$ cat src/rtl/serial_tx_pkg.sv
package serial_tx_pkg;
  typedef enum logic [2:0] {
    PAR_NONE = 3'd0,
    PAR_EVEN = 3'd1,
    PAR_ODD  = 3'd2,
    PAR_ZERO = 3'd3,
    PAR_ONE  = 3'd4
  } par_mode_e;
endpackage

$ cat src/rtl/serial_tx_fifo.sv
module serial_tx_fifo #(
  parameter int DATA_W = 8,
  parameter int DEPTH  = 16
) (
  input  logic              clk_i,
  input  logic              rst_ni,
  input  logic              wr_i,
  input  logic [DATA_W-1:0] wr_data_i,
  input  logic              rd_i,
  output logic [DATA_W-1:0] rd_data_o,
  output logic              empty_o,
  output logic              full_o,
  output logic              overflow_o
);
  localparam int AW = $clog2(DEPTH);

  logic [DATA_W-1:0] mem [DEPTH];
  logic [AW:0]       wr_ptr, rd_ptr, fill;
  logic              wr_ok;

  assign fill      = wr_ptr - rd_ptr;
  assign full_o    = (fill == DEPTH[AW:0]);
  assign empty_o   = (fill == '0);
  assign wr_ok     = wr_i && !full_o;
  assign rd_data_o = mem[rd_ptr[AW-1:0]];

  always_ff @(posedge clk_i) begin
    if (wr_ok) mem[wr_ptr[AW-1:0]] <= wr_data_i;
  end

  always_ff @(posedge clk_i or negedge rst_ni) begin
    if (!rst_ni) begin
      wr_ptr     <= '0;
      rd_ptr     <= '0;
      overflow_o <= 1'b0;
    end else begin
      if (wr_ok)            wr_ptr     <= wr_ptr + 1'b1;
      if (rd_i && !empty_o) rd_ptr     <= rd_ptr + 1'b1;
      if (wr_i && full_o)   overflow_o <= 1'b1;
    end
  end

  assert_full_drop_R7: assert property (@(posedge clk_i) disable iff (!rst_ni)
    (wr_i && full_o && !rd_i) |=> (full_o && $stable(wr_ptr)));
  assert_ovf_sticky_R7: assert property (@(posedge clk_i) disable iff (!rst_ni)
    overflow_o |=> overflow_o);
  assert_no_empty_read_R6: assert property (@(posedge clk_i) disable iff (!rst_ni)
    rd_i |-> !empty_o);
endmodule

$ cat src/rtl/serial_tx_pack.sv
module serial_tx_pack
  import serial_tx_pkg::*;
#(
  parameter int DATA_W    = 8,
  parameter int FRAME_MAX = DATA_W + 4,
  parameter int CNT_W     = $clog2(FRAME_MAX + 1)
) (
  input  logic [DATA_W-1:0]    data_i,
  input  logic [1:0]           len_sel_i,
  input  logic [2:0]           par_sel_i,
  input  logic                 stop2_i,
  output logic [FRAME_MAX-1:0] frame_o,
  output logic [CNT_W-1:0]     nbits_o
);
  localparam int MIN_LEN = DATA_W - 3;

  int   len;
  logic ones;
  logic par_on;
  logic par_bit;

  always_comb begin
    len     = MIN_LEN + int'(len_sel_i);
    frame_o = '1;        // stop bits and padding stay high
    frame_o[0] = 1'b0;   // start
    ones    = 1'b0;
    for (int i = 0; i < DATA_W; i++) begin
      if (i < len) begin
        frame_o[1+i] = data_i[i];
        ones         = ones ^ data_i[i];
      end
    end
    par_on = 1'b1;
    unique case (par_sel_i)
      PAR_EVEN: par_bit = ones;
      PAR_ODD:  par_bit = ~ones;
      PAR_ZERO: par_bit = 1'b0;
      PAR_ONE:  par_bit = 1'b1;
      default: begin
        par_bit = 1'b1;
        par_on  = 1'b0;
      end
    endcase
    if (par_on) frame_o[1+len] = par_bit;
    nbits_o = CNT_W'(2 + len + int'(par_on) + int'(stop2_i));
  end
endmodule

$ cat src/rtl/serial_tx_shift.sv
module serial_tx_shift #(
  parameter int FRAME_MAX = 12,
  parameter int OSR       = 16,
  parameter int CNT_W     = $clog2(FRAME_MAX + 1)
) (
  input  logic                 clk_i,
  input  logic                 rst_ni,
  input  logic                 load_i,
  input  logic [FRAME_MAX-1:0] frame_i,
  input  logic [CNT_W-1:0]     nbits_i,
  input  logic                 tick_i,
  output logic                 busy_o,
  output logic                 txd_o
);
  localparam int TW = $clog2(OSR);

  logic [FRAME_MAX-1:0] sr;
  logic [TW-1:0]        tick_cnt;
  logic [CNT_W-1:0]     left;
  logic                 bit_end;

  assign bit_end = tick_i && (tick_cnt == TW'(OSR - 1));
  assign txd_o   = busy_o ? sr[0] : 1'b1;

  always_ff @(posedge clk_i or negedge rst_ni) begin
    if (!rst_ni) begin
      busy_o   <= 1'b0;
      sr       <= '1;
      tick_cnt <= '0;
      left     <= '0;
    end else if (!busy_o) begin
      if (load_i) begin
        busy_o   <= 1'b1;
        sr       <= frame_i;
        tick_cnt <= '0;
        left     <= nbits_i;
      end
    end else if (tick_i) begin
      tick_cnt <= tick_cnt + 1'b1;
      if (bit_end) begin
        sr   <= {1'b1, sr[FRAME_MAX-1:1]};
        left <= left - 1'b1;
        if (left == CNT_W'(1)) busy_o <= 1'b0;
      end
    end
  end

  assert_hold_no_tick_R5: assert property (@(posedge clk_i) disable iff (!rst_ni)
    (busy_o && !tick_i) |=> (busy_o && $stable(sr) && $stable(left)));
  assert_no_load_busy_R8: assert property (@(posedge clk_i) disable iff (!rst_ni)
    (busy_o && tick_i && !bit_end) |=> (busy_o && $stable(left)));
endmodule

$ cat src/rtl/serial_tx.sv
module serial_tx
  import serial_tx_pkg::*;
#(
  parameter int DATA_W = 8,
  parameter int DEPTH  = 16,
  parameter int OSR    = 16
) (
  input  logic              clk_i,
  input  logic              rst_ni,
  input  logic              en_i,
  input  logic              tx_en_i,
  input  logic              tick_i,
  input  logic              wr_i,
  input  logic [DATA_W-1:0] wr_data_i,
  input  logic [1:0]        len_sel_i,
  input  logic [2:0]        par_sel_i,
  input  logic              stop2_i,
  output logic              txd_o,
  output logic              busy_o,
  output logic              empty_o,
  output logic              full_o,
  output logic              overflow_o
);
  localparam int FRAME_MAX = DATA_W + 4;
  localparam int CNT_W     = $clog2(FRAME_MAX + 1);

  logic [DATA_W-1:0]    head;
  logic [FRAME_MAX-1:0] frame;
  logic [CNT_W-1:0]     nbits;
  logic                 go;

  assign go = en_i && tx_en_i && !busy_o && !empty_o;

  serial_tx_fifo #(.DATA_W(DATA_W), .DEPTH(DEPTH)) u_fifo (
    .clk_i, .rst_ni, .wr_i, .wr_data_i,
    .rd_i(go), .rd_data_o(head), .empty_o, .full_o, .overflow_o
  );

  serial_tx_pack #(.DATA_W(DATA_W), .FRAME_MAX(FRAME_MAX), .CNT_W(CNT_W)) u_pack (
    .data_i(head), .len_sel_i, .par_sel_i, .stop2_i,
    .frame_o(frame), .nbits_o(nbits)
  );

  serial_tx_shift #(.FRAME_MAX(FRAME_MAX), .OSR(OSR), .CNT_W(CNT_W)) u_shift (
    .clk_i, .rst_ni, .load_i(go), .frame_i(frame), .nbits_i(nbits),
    .tick_i, .busy_o, .txd_o
  );

  assert_start_low_R2: assert property (@(posedge clk_i) disable iff (!rst_ni)
    $rose(busy_o) |-> !txd_o);
  assert_gated_start_R8: assert property (@(posedge clk_i) disable iff (!rst_ni)
    (!busy_o && !(en_i && tx_en_i)) |=> !busy_o);
  assert_idle_high_R4: assert property (@(posedge clk_i) disable iff (!rst_ni)
    $fell(busy_o) |-> txd_o);
endmodule

$ cat config.mk
export PLATFORM = sky130hd
export DESIGN_NAME = serial_tx
export DESIGN_NICKNAME = d
export VERILOG_FILES = /design/src/rtl/serial_tx_pkg.sv /design/src/rtl/serial_tx_fifo.sv /design/src/rtl/serial_tx_pack.sv /design/src/rtl/serial_tx_shift.sv /design/src/rtl/serial_tx.sv
export SDC_FILE = /design/constraint.sdc
export NUM_CORES = 1
export LEC_CHECK = 0
export CAP_MARGIN = 20
export CORE_ASPECT_RATIO = 1.25
export CORE_MARGIN = 5
export CORE_UTILIZATION = 60
export CTS_CLUSTER_SIZE = 25
export DETAILED_ROUTE_END_ITERATION = 10
export DONT_BUFFER_PORTS = 1
export PLACE_DENSITY = 0.76
export SYNTH_ARGS = -nofsm -noshare
export SYNTH_HDL_FRONTEND = slang
export SYNTH_SLANG_ARGS = --single-unit
$ cat constraint.sdc
create_clock -name clk_i -period 4.1 [get_ports clk_i]
set_input_delay 0.615 -clock clk_i [delete_from_list [all_inputs] [get_ports clk_i]]
set_output_delay 0.615 -clock clk_i [all_outputs]
set_load 0.05 [all_outputs]
==> results of run 1 <==
-- cell type report --
type / count / area, sq um
inverter: 20 / 75.07
multi-input combinational: 276 / 2421
fill: 810 / 3844
sequential: 160 / 4661
timing repair buffer: 28 / 232.7
tap: 164 / 205.2
clock buffer: 19 / 432.9
clock inverter: 13 / 177.7
-- registers in the layout, indices dropped and copies added, names as in the netlist --
register / flops
u_fifo.overflow_o: 1
u_shift.left: 4
u_shift.tick_cnt: 4
u_shift.sr: 12
u_shift.busy_o: 1
u_fifo.rd_ptr: 5
u_fifo.wr_ptr: 5
u_fifo.mem: 128
-- layout by cell type (no fill, tap or decap), drive strengths merged, types with 4 or more instances in the layout --
| master | synthesis | final |
|---|---|---|
| a21oi | 12 | 12 |
| a221oi | 4 | 4 |
| a22oi | 6 | 6 |
| a41oi | 6 | 6 |
| and3 | 5 | 5 |
| buf | 13 | 27 |
| clkbuf | 12 | 19 |
| dfrtp | 20 | 20 |
| dfstp | 12 | 12 |
| edfxtp | 128 | 128 |
| ha | 23 | 23 |
| inv | 20 | 25 |
| mux2i | 32 | 32 |
| mux4 | 25 | 25 |
| nand2 | 27 | 27 |
| nand2b | 5 | 5 |
| nand3 | 9 | 9 |
| nand4 | 6 | 6 |
| nor2 | 20 | 20 |
| nor2b | 4 | 4 |
| nor3 | 10 | 10 |
| o211ai | 4 | 4 |
| o21ai | 15 | 15 |
| o22ai | 4 | 4 |
| or4 | 4 | 4 |
| xnor2 | 16 | 16 |
| xor2 | 4 | 4 |
-- how the worst min path moves through the flow --
stage                        endpoint  cells past startpoint  slack (ns)    from
floorplan           u_fifo.overflow_o                      0        0.32  rst_ni
global placement    u_fifo.overflow_o                      0        0.32  rst_ni
detailed placement   u_fifo.rd_ptr[0]                      0        0.32  rst_ni
CTS                     u_shift.sr[3]                      0        0.02  rst_ni
global route            u_shift.sr[3]                      0        0.02  rst_ni
finish                  u_shift.sr[8]                      0        0.04  rst_ni
-- where the power goes --
part	switching, W	internal [W]	total, W	leakage, nW
Clock	0.000650	0.000973	0.00162	0.291
Combinational	0.000959	0.000733	0.00169	1.20
Sequential	0.000169	0.00205	0.00222	1.52
-- worst max-delay path, stage by stage, from the launching register on --
cell and delay, ns:
sky130_fd_sc_hd__dfrtp_1 0.44, sky130_fd_sc_hd__ha_1 0.32, sky130_fd_sc_hd__nor2b_1 0.17, sky130_fd_sc_hd__o21a_1 0.19, sky130_fd_sc_hd__o21a_1 0.20, sky130_fd_sc_hd__o211ai_1 0.31
sky130_fd_sc_hd__o21ba_2 0.22, sky130_fd_sc_hd__nor2b_1 0.44, sky130_fd_sc_hd__nand2_1 0.22, sky130_fd_sc_hd__nor3_1 0.40, sky130_fd_sc_hd__buf_4 0.24
-- stage by stage --
step	instances	cell area, sq um
floorplan	481	7288
global placement	646	7570
detailed placement	646	7570
CTS	679	8190
global route	680	8205
finish	680	8205
-- routing by layer --
metal / GRT usage, % / wire [um]
met3: 4.847 / 897
met2: 39.59 / 8431
met1: 30.00 / 6128
met4: 11.02 / 484
met5: 0 / 0
-- logic make-up (layout without fill, tap and decap cells) --
| group | after synthesis | after routing | synth area share (%) |
|---|---|---|---|
| XOR/XNOR | 21 | 21 | 2.729 |
| AND/OR/NAND/NOR | 103 | 103 | 7.176 |
| adder cells (fa/ha/maj) | 24 | 24 | 4.223 |
| buffers and inverters | 45 | 80 | 2.850 |
| AO/OA/AOI/OAI | 71 | 71 | 6.919 |
| flip-flops | 160 | 160 | 63.93 |
| multiplexers | 57 | 57 | 12.17 |
-- synthesized netlist by cell type (2+ instances only) --
master / number
sky130_fd_sc_hd__edfxtp_1: 128
sky130_fd_sc_hd__mux2i_1: 31
sky130_fd_sc_hd__nand2_1: 27
sky130_fd_sc_hd__mux4_2: 25
sky130_fd_sc_hd__ha_1: 23
sky130_fd_sc_hd__dfrtp_1: 20
sky130_fd_sc_hd__nor2_1: 20
sky130_fd_sc_hd__inv_1: 19
sky130_fd_sc_hd__xnor2_1: 16
sky130_fd_sc_hd__o21ai_0: 14
sky130_fd_sc_hd__a21oi_1: 12
sky130_fd_sc_hd__clkbuf_1: 12
sky130_fd_sc_hd__dfstp_2: 12
sky130_fd_sc_hd__nor3_1: 10
sky130_fd_sc_hd__nand3_1: 9
sky130_fd_sc_hd__a22oi_1: 6
sky130_fd_sc_hd__nand4_1: 6
sky130_fd_sc_hd__a41oi_1: 5
sky130_fd_sc_hd__and3_1: 5
sky130_fd_sc_hd__nand2b_1: 5
sky130_fd_sc_hd__buf_2: 4
sky130_fd_sc_hd__nor2b_1: 4
sky130_fd_sc_hd__o211ai_1: 4
sky130_fd_sc_hd__o22ai_1: 4
sky130_fd_sc_hd__or4_1: 4
sky130_fd_sc_hd__xor2_1: 4
sky130_fd_sc_hd__a221oi_1: 3
sky130_fd_sc_hd__and4_1: 3
sky130_fd_sc_hd__buf_1: 3
sky130_fd_sc_hd__buf_4: 3
sky130_fd_sc_hd__buf_6: 3
sky130_fd_sc_hd__a21o_1: 2
sky130_fd_sc_hd__a31oi_1: 2
sky130_fd_sc_hd__and2_1: 2
sky130_fd_sc_hd__nor3b_1: 2
sky130_fd_sc_hd__nor4_1: 2
sky130_fd_sc_hd__o2111ai_1: 2
sky130_fd_sc_hd__o21a_1: 2
sky130_fd_sc_hd__or2_2: 2
-- timing repair --
item | 4_1_cts | 5_1_grt
setup endpoints to repair | 0 | 0
hold endpoints to repair | 20 | 0
hold buffers | 1 | 0
==> run summary, run 1 <==
RUN STATUS
---------------------------------------------------------------------------------
Run status .........................................................    completed

LOGIC SYNTHESIS
---------------------------------------------------------------------------------
Syn_area_per_cell ..................................................  15.15 sq um
Count of distinct cell types in the synthesized netlist ............           60
FFs w/ async S/R, synth ............................................       20.00%
Gate Count Post-Synth ..............................................          481
Cell types occupying the most area after synthesis ................. sky130_fd_sc_hd__edfxtp_1, sky130_fd_sc_hd__mux4_2, sky130_fd_sc_hd__dfrtp_1
Leading area contributor after synthesis ........................... sky130_fd_sc_hd__edfxtp_1
Flop and latch count out of synthesis ..............................          160
Main flop type after synthesis ..................................... sky130_fd_sc_hd__edfxtp_1
Post-synth top area share ..........................................       52.74%
YS warnings ........................................................            0
Sequential area share after synthesis ..............................       63.93%
Synthesized net count ..............................................          525
Syn Std Cell Area .................................................. 0.007288 sq mm
Post-synth EDFFs ...................................................          128

WORST SETUP PATH
---------------------------------------------------------------------------------
Kind of end point of the critical path .............................         flop
Type of origin of the critical path ................................         flop
Critical Path RT ...................................................      4.23 ns
RR Endpoint ........................................................ u_fifo.mem[2][1]
Kind of critical path .............................................. flop to flop
FF-to-FF Start ..................................................... u_fifo.wr_ptr[1]
Critical path fanouts, max .........................................            9
Register-to-Register Path Depth ....................................           10
Slack of the worst reg-to-reg path .................................      0.67 ns
Setup crit end ..................................................... u_fifo.mem[2][1]
Signal arrival time at the worst endpoint ..........................      3.56 ns
Worst setup path start ............................................. u_fifo.wr_ptr[1]

CTS
---------------------------------------------------------------------------------
Number of levels the H-tree was split into .........................            4
Max Root-Sink Buffers ..............................................            2
Source-to-sink clock delay at the later pin of the worst-skew pair .      0.42 ns
CTS tree ...........................................................        built
Root cell of the clock tree ........................................ sky130_fd_sc_hd__clkbuf_16
Post-CTS Repair Setup Buffers ......................................            0
Num CTS Buffers ....................................................           17
Post-cts repair resize count .......................................            0
CTS clock-pin slew for the worst setup and hold paths ..............      0.06 ns
CTS sink count .....................................................          160

STA
---------------------------------------------------------------------------------
Post-Route Hold Slack ..............................................   0.03706 ns
Final setup margin .................................................    0.6717 ns
Shortest clock period the worst path allows after layout ...........     3.428 ns
Max-slew violation count ...........................................            0
Relative slew margins ..............................................       19.35%
Aggregate negative setup slack .....................................         0 ns
RSZ-0062 raised after global routing ...............................           no
Final period util ..................................................       83.62%
Number of endpoints failing setup at the final stage ...............            0
Final clock skew ...................................................  0.007698 ns
Measured slew at the worst slew-check pin ..........................     1.210 ns
Number of hold violations in the final report ......................            0
Maximum clock frequency ............................................    291.7 MHz

DIE
---------------------------------------------------------------------------------
Core Rows ..........................................................           45
Starting Density ...................................................       60.49%
Area of the die .................................................... 0.01447 sq mm
Vertical extent of the die .........................................     133.2 um
Count of boundary I/O pins .........................................           25
Die Wd .............................................................     108.6 um
Placeable core area ................................................ 0.01205 sq mm

PLACE
---------------------------------------------------------------------------------
Post-detail-place hpwl .............................................     10.27 mm
Number of port buffers .............................................            0
Post-place setup slack .............................................    0.7086 ns
Global placer's final weighted congestion ..........................       0.8256

WORST HOLD PATH
---------------------------------------------------------------------------------
Worst min path class ............................................... primary input to asynchronous set/reset pin

ROUTING
---------------------------------------------------------------------------------
Count of vias placed by the detailed router ........................        4,291
Final Routed Wirelength ............................................     15.94 mm
Number of iterations in the first detailed-routing pass ............            5
Number of nets with antenna violations after routing ...............            0
First-iteration detailed-routing DRC count .........................          479
Detailed-route wire length per cell ................................     23.45 um
Via density per instance ...........................................        6.310
DRC errors left ....................................................            0

RUN
---------------------------------------------------------------------------------
Max-capacitance violation count ....................................            0

GLOBAL ROUTING
---------------------------------------------------------------------------------
First-pass GRT wire length .........................................     24.97 mm
Leftover overflow at the end of global routing .....................            0
Pin count of the biggest net entering global routing ...............           32
Total Routing Usage GR .............................................       23.84%
Via count of the first global-routing pass .........................        4,372
Antenna violations before repair ...................................            0

POWER AND IR DROP
---------------------------------------------------------------------------------
Leakage ............................................................     3.012 nW
Power Total ........................................................   0.005531 W
P per Cell Area .................................................... 674.0 mW/mm^2
VDD IR-drop max ....................................................     367.8 uV

CELLS AND AREA
---------------------------------------------------------------------------------
Layout net count ...................................................          547
Syn-to-layout area delta ...........................................       12.58%
Fraction of final layout cells with drive strength greater than 1 ..       20.16%
Total inserted antenna cells .......................................            0
Final Util .........................................................       68.10%

Note: power is estimated with default switching activity, not from simulation.
==> inputs of run 2 (changes only) <==
==> constraint.sdc (replaced) <==
create_clock -name clk_i -period 3.2 [get_ports clk_i]
set_input_delay 0.48 -clock clk_i [delete_from_list [all_inputs] [get_ports clk_i]]
set_output_delay 0.48 -clock clk_i [all_outputs]
set_load 0.05 [all_outputs]
==> run 2 against run 1 <==
Effect of this change: clock power is 30% higher; non-clock buffer count is 24 higher; largest power group unchanged; flip-flop and latch count is the same; utilization rose by 2.7 points.
==> run summary, run 2 (synthesized netlist as in run 1, its figures left out) <==
RUN STATUS
---------------------------------------------------------------------------------
Run status .........................................................    completed

STA
---------------------------------------------------------------------------------
Maximum clock frequency ............................................    329.3 MHz
Measured slew at the worst slew-check pin ..........................    0.7237 ns
Number of hold violations in the final report ......................            0
RSZ-0062 raised after global routing ...............................           no
Max-slew violation count ...........................................            0
Shortest clock period the worst path allows after layout ...........     3.037 ns
Number of endpoints failing setup at the final stage ...............            0
Final period util ..................................................       94.91%
Final clock skew ...................................................  0.007908 ns
Relative slew margins ..............................................       51.75%
Post-Route Hold Slack ..............................................    0.1521 ns

CELLS AND AREA
---------------------------------------------------------------------------------
Most common cell after layout, fill and taps aside ................. sky130_fd_sc_hd__edfxtp_1
Final Util .........................................................       70.77%
Layout net count ...................................................          571
Max FFs per register ...............................................          128
Total inserted antenna cells .......................................            0
Syn-to-layout area delta ...........................................       17.00%
Commonest cells after routing, fill and taps aside ................. sky130_fd_sc_hd__edfxtp_1, sky130_fd_sc_hd__buf_4, sky130_fd_sc_hd__mux2i_1
Fraction of final layout cells with drive strength greater than 1 ..       26.72%

CTS
---------------------------------------------------------------------------------
Num CTS Buffers ....................................................           17
Source-to-sink clock delay at the later pin of the worst-skew pair .      0.42 ns
Max Root-Sink Buffers ..............................................            2
CTS sink count .....................................................          160
Number of levels the H-tree was split into .........................            4
CTS clock-pin slew for the worst setup and hold paths ..............      0.06 ns
CTS tree ...........................................................        built
Root cell of the clock tree ........................................ sky130_fd_sc_hd__clkbuf_16

DIE
---------------------------------------------------------------------------------
Core Rows ..........................................................           45
Vertical extent of the die .........................................     133.2 um
Placeable core area ................................................ 0.01205 sq mm
Die Wd .............................................................     108.6 um
Count of boundary I/O pins .........................................           25
Starting Density ...................................................       60.49%
Area of the die .................................................... 0.01447 sq mm

POWER AND IR DROP
---------------------------------------------------------------------------------
Leakage ............................................................     3.161 nW
Power Total ........................................................   0.007349 W
P per Cell Area .................................................... 861.8 mW/mm^2
VDD IR-drop max ....................................................     413.2 uV

RUN
---------------------------------------------------------------------------------
Max-capacitance violation count ....................................            0

ROUTING
---------------------------------------------------------------------------------
Number of nets with antenna violations after routing ...............            0
Detailed-route wire length per cell ................................     22.93 um
DRC errors left ....................................................            0
Count of vias placed by the detailed router ........................        4,361
Final Routed Wirelength ............................................     16.12 mm
Via density per instance ...........................................        6.203
First-iteration detailed-routing DRC count .........................          488
Number of iterations in the first detailed-routing pass ............            5

PLACE
---------------------------------------------------------------------------------
Number of port buffers .............................................            0
Global placer's final weighted congestion ..........................       0.8852
Post-detail-place hpwl .............................................     11.00 mm

WORST SETUP PATH
---------------------------------------------------------------------------------
Ordered list of cells on the worst path ............................ ha_1 -> nor2b_1 -> o21a_1 -> o21a_1 -> o211ai_1 -> o21ba_2 -> nor2b_1 -> nand2_1 -> nor3_4 -> buf_4
Kind of end point of the critical path .............................         flop
Signal arrival time at the worst endpoint ..........................      3.17 ns
Critical Path RT ...................................................      3.33 ns
Worst setup path start ............................................. u_fifo.wr_ptr[1]
Crit-path max cell delay ...........................................      0.43 ns
Critical path fanouts, max .........................................            5
Kind of critical path .............................................. flop to flop
Type of origin of the critical path ................................         flop
FF-to-FF Start ..................................................... u_fifo.wr_ptr[1]
Slowest-stage cell, CP ............................................. sky130_fd_sc_hd__dfrtp_1

GLOBAL ROUTING
---------------------------------------------------------------------------------
First-pass GRT wire length .........................................     25.17 mm
Antenna violations before repair ...................................            0
Leftover overflow at the end of global routing .....................            0
Total Routing Usage GR .............................................       23.68%
Via count of the first global-routing pass .........................        4,483
Pin count of the biggest net entering global routing ...............           33

WORST HOLD PATH
---------------------------------------------------------------------------------
Source of the worst hold timing path ............................... wr_data_i[7]
Worst min path class ............................................... primary input to flop

==> run 2: stage by stage <==
step	worst slack (ns)	cells	TNS, ns	instance area, sq um
floorplan	-0.04631	481	-0.6990	7368
global placement	0.1552	664	0	7807
detailed placement	-0.04167	664	-0.05968	7807
CTS	0.04853	697	0	8457
global route	0.04103	703	0	8527
finish	0.1630	703	0	8527
==> run 2: repair_timing <==
| action | in CTS | in global routing |
|---|---|---|
| pin swaps | 0 | 4 |
| hold endpoints to repair | 32 | 0 |
| setup buffers | 0 | 6 |
| hold buffers | 2 | 0 |
| gates resized for setup | 1 | 0 |
| gates cloned | 0 | 0 |
| endpoints found under the setup margin | 3 | 32 |
==> run 2: path summary, 6_finish.rpt <==
path,to,cells after the start,slack (ns)
worst max-delay path,u_fifo.mem[2][1],10,0.16
worst min-delay path,u_fifo.mem[14][7],0,0.15
worst max register to register,u_fifo.mem[2][1],10,0.16
worst min register to register,u_fifo.rd_ptr[4],1,0.49
max in group asynchronous,u_shift.sr[8],2,2.44
min in group asynchronous,u_fifo.overflow_o,2,0.51
==> run 2: area by class of cell <==
cell class,instances,area (sq um)
multi-input cells,276,2504
flip-flops and latches,160,4661
fillers,810,3522
well taps,164,205.2
clock buffers,17,425.4
clock inverters,14,188.9
inverters,20,75.07
repair buffers,52,467.9
==> run 2: worst max-delay path, delay by kind of cell, from the launching register on <==
kind / cells / cell delay [ns]
AO/OA/AOI/OAI: 4 / 0.78
adder cells (fa/ha/maj): 1 / 0.30
buffers and inverters: 1 / 0.18
flip-flops: 1 / 0.43
AND/OR/NAND/NOR: 4 / 1.04
==> run 2: per-layer routing <==
layer  share of wire, %  wire length (um)  track usage (%)
met5                  0                 0                0
met4                2.7               441            9.825
met3                5.3               859            4.508
met2                 53              8506            39.86
met1                 39              6315            30.05
==> run 2: power by group <==
group | switching [W] | internal (W)
sequential | 0.000189 | 0.00262
clock | 0.000801 | 0.00130
combinational | 0.00134 | 0.00110
total | 0.00233 | 0.00502
==> inputs of run 3 (changes only) <==
--- a/config.mk
+++ b/config.mk
@@ -6,13 +6,15 @@
 export NUM_CORES = 1
 export LEC_CHECK = 0
 export CAP_MARGIN = 20
+export CELL_PAD_IN_SITES_DETAIL_PLACEMENT = 1
+export CELL_PAD_IN_SITES_GLOBAL_PLACEMENT = 2
 export CORE_ASPECT_RATIO = 1.25
 export CORE_MARGIN = 5
-export CORE_UTILIZATION = 60
+export CORE_UTILIZATION = 47
 export CTS_CLUSTER_SIZE = 25
 export DETAILED_ROUTE_END_ITERATION = 10
 export DONT_BUFFER_PORTS = 1
-export PLACE_DENSITY = 0.76
+export PLACE_DENSITY_LB_ADDON = 0.1
 export SYNTH_ARGS = -nofsm -noshare
 export SYNTH_HDL_FRONTEND = slang
 export SYNTH_SLANG_ARGS = --single-unit
==> run 3 against run 2 <==
Effect of this change: clock power decreased by 2%; flip-flop and latch count stayed put; utilization down 15 points; register-to-register slack gained 0.08 ns; setup slack improved by 0.021 ns.
==> run summary, run 3 (synthesized netlist as in run 1, its figures left out) <==
CTS
---------------------------------------------------------------------------------
Source-to-sink clock delay at the later pin of the worst-skew pair .      0.43 ns
Max Root-Sink Buffers ..............................................            2
CTS tree ...........................................................        built
CTS sink count .....................................................          160
CTS clock-pin slew for the worst setup and hold paths ..............      0.07 ns
Root cell of the clock tree ........................................ sky130_fd_sc_hd__clkbuf_16
Num CTS Buffers ....................................................           17
Number of levels the H-tree was split into .........................            4

PLACE
---------------------------------------------------------------------------------
Post-place setup slack .............................................  -0.01201 ns
Global placer's final weighted congestion ..........................       0.7633
Post-detail-place hpwl .............................................     12.50 mm
Number of port buffers .............................................            0
DP Area ............................................................ 0.007848 sq mm

GLOBAL ROUTING
---------------------------------------------------------------------------------
Total Routing Usage GR .............................................       20.80%
Pin count of the biggest net entering global routing ...............           33
First-pass GRT wire length .........................................     27.57 mm
Via count of the first global-routing pass .........................        4,659
Leftover overflow at the end of global routing .....................            0
Antenna violations before repair ...................................            0

STA
---------------------------------------------------------------------------------
Shortest clock period the worst path allows after layout ...........     3.016 ns
Final setup margin .................................................    0.1838 ns
Number of hold violations in the final report ......................            0
Final clock skew ...................................................  0.007554 ns
Number of endpoints failing setup at the final stage ...............            0
Maximum clock frequency ............................................    331.5 MHz
Max-slew violation count ...........................................            0
Aggregate negative setup slack .....................................         0 ns
RSZ-0062 raised after global routing ...............................           no
Measured slew at the worst slew-check pin ..........................    0.5617 ns
Relative slew margins ..............................................       62.27%
Final period util ..................................................       94.26%

RUN STATUS
---------------------------------------------------------------------------------
Run status .........................................................    completed

ROUTING
---------------------------------------------------------------------------------
DRC errors left ....................................................            0
Count of vias placed by the detailed router ........................        4,244
Met2 routed wirelength .............................................     9.485 mm
Routed metal-1 wirelength ..........................................     6.719 mm
Final Routed Wirelength ............................................     17.50 mm
DR WL met3 .........................................................       676 um
Via density per instance ...........................................        5.659
Number of iterations in the first detailed-routing pass ............            4
Uppermost layer routed .............................................         met4
Detailed-route wire length per cell ................................     23.33 um
First-iteration detailed-routing DRC count .........................          330
Number of nets with antenna violations after routing ...............            0

CELLS AND AREA
---------------------------------------------------------------------------------
Fraction of final layout cells with drive strength greater than 1 ..       26.95%
Final Util .........................................................       55.34%
Total inserted antenna cells .......................................            0
Layout net count ...................................................          569
Most common cell after layout, fill and taps aside ................. sky130_fd_sc_hd__edfxtp_1
Syn-to-layout area delta ...........................................       17.25%
Commonest cells after routing, fill and taps aside ................. sky130_fd_sc_hd__edfxtp_1, sky130_fd_sc_hd__buf_4, sky130_fd_sc_hd__mux2i_1
Max FFs per register ...............................................          128
Final std cell area, no fill ....................................... 0.008546 sq mm

DIE
---------------------------------------------------------------------------------
Area of the die .................................................... 0.01811 sq mm
Count of boundary I/O pins .........................................           25
Die Wd .............................................................     121.4 um
Starting Density ...................................................       47.20%
Vertical extent of the die .........................................     149.2 um
Placeable core area ................................................ 0.01544 sq mm
Core Rows ..........................................................           51

WORST SETUP PATH
---------------------------------------------------------------------------------
Signal arrival time at the worst endpoint ..........................      2.54 ns
Register-to-Register Path Depth ....................................           11
Critical Path RT ...................................................      2.72 ns
Kind of critical path .............................................. flop to primary output
Kind of end point of the critical path ............................. primary output
Type of origin of the critical path ................................         flop
Slack of the worst reg-to-reg path .................................      0.24 ns
Critical path fanouts, max .........................................            3

POWER AND IR DROP
---------------------------------------------------------------------------------
VDD IR-drop max ....................................................     434.2 uV
Leakage ............................................................     3.153 nW
P per Cell Area .................................................... 860.2 mW/mm^2

RUN
---------------------------------------------------------------------------------
Max-capacitance violation count ....................................            0

WORST HOLD PATH
---------------------------------------------------------------------------------
Worst hold path depth ..............................................            0
Worst min path class ............................................... primary input to flop

[run 3: changes by cell type in the layout (fill, tap and decap cells not counted), sizes merged]
cell	delta
inv	+6
clkinv	-1
clkinvlp	-3
clkbuf	+1
bufinv	-2
buf	-2
[run 3: path summary, 6_finish.rpt]
| path | start | end |
|---|---|---|
| min in group asynchronous | rst_ni | u_fifo.overflow_o |
| min reg2reg | u_fifo.wr_ptr[4] | u_fifo.wr_ptr[4] |
| max in group asynchronous | rst_ni | u_shift.sr[5] |
| min | wr_data_i[2] | u_fifo.mem[13][2] |
| max reg2reg | u_fifo.wr_ptr[1] | u_shift.sr[3] |
| max | u_fifo.rd_ptr[2] | full_o |
[run 3: cell type report]
class,instances,area (sq um)
fillers,1463,6897
flip-flops and latches,160,4661
multi-input cells,276,2501
repair buffers,50,444.2
clock buffers,18,429.2
well taps,212,265.3
clock inverters,14,170.2
inverters,20,75.07
[run 3: power by group]
part / internal, W / total [W] / switching [W]
sequential: 0.00262 / 0.00281 / 0.000186
clock: 0.00118 / 0.00205 / 0.000873
combinational: 0.00110 / 0.00249 / 0.00139
total: 0.00490 / 0.00735 / 0.00245
[run 3: repair_timing]
action / CTS / global route
hold buffers: 2 / 0
gates resized for setup: 0 / 3
pin swaps: 2 / 1
setup buffers: 4 / 1
setup endpoints to repair: 16 / 107
hold endpoints to repair: 32 / 0
[run 3: per-stage QoR]
| stage | cells | power, W | hold WS, ns |
|---|---|---|---|
| after floorplan | 481 | 0.004574 | 0.1844 |
| after global placement | 711 | 0.005230 | 0.1855 |
| after detailed placement | 711 | 0.005300 | 0.1856 |
| after CTS | 749 | 0.007410 | 0.1285 |
| after global routing | 750 | 0.007758 | 0.1148 |
| final | 750 | 0.007351 | 0.1436 |
[run 3: worst max-delay path, cell delays in order, from the launching register on]
cell                       delay [ns]
sky130_fd_sc_hd__dfrtp_1         0.43
sky130_fd_sc_hd__inv_2           0.10
sky130_fd_sc_hd__ha_1            0.34
sky130_fd_sc_hd__or4_1           0.52
sky130_fd_sc_hd__nor2_1          0.12
sky130_fd_sc_hd__o211ai_1        0.13
sky130_fd_sc_hd__o21ba_2         0.28
sky130_fd_sc_hd__buf_4           0.20
[run 3: metal layers]
| layer | vias to the layer above | GRT usage, % |
|---|---|---|
| met5 | - | 0 |
| met4 | 0 | 9.193 |
| met3 | 34 | 4.173 |
| met2 | 91 | 37.18 |
| met1 | 2177 | 24.01 |
| li1 | 1942 | - |
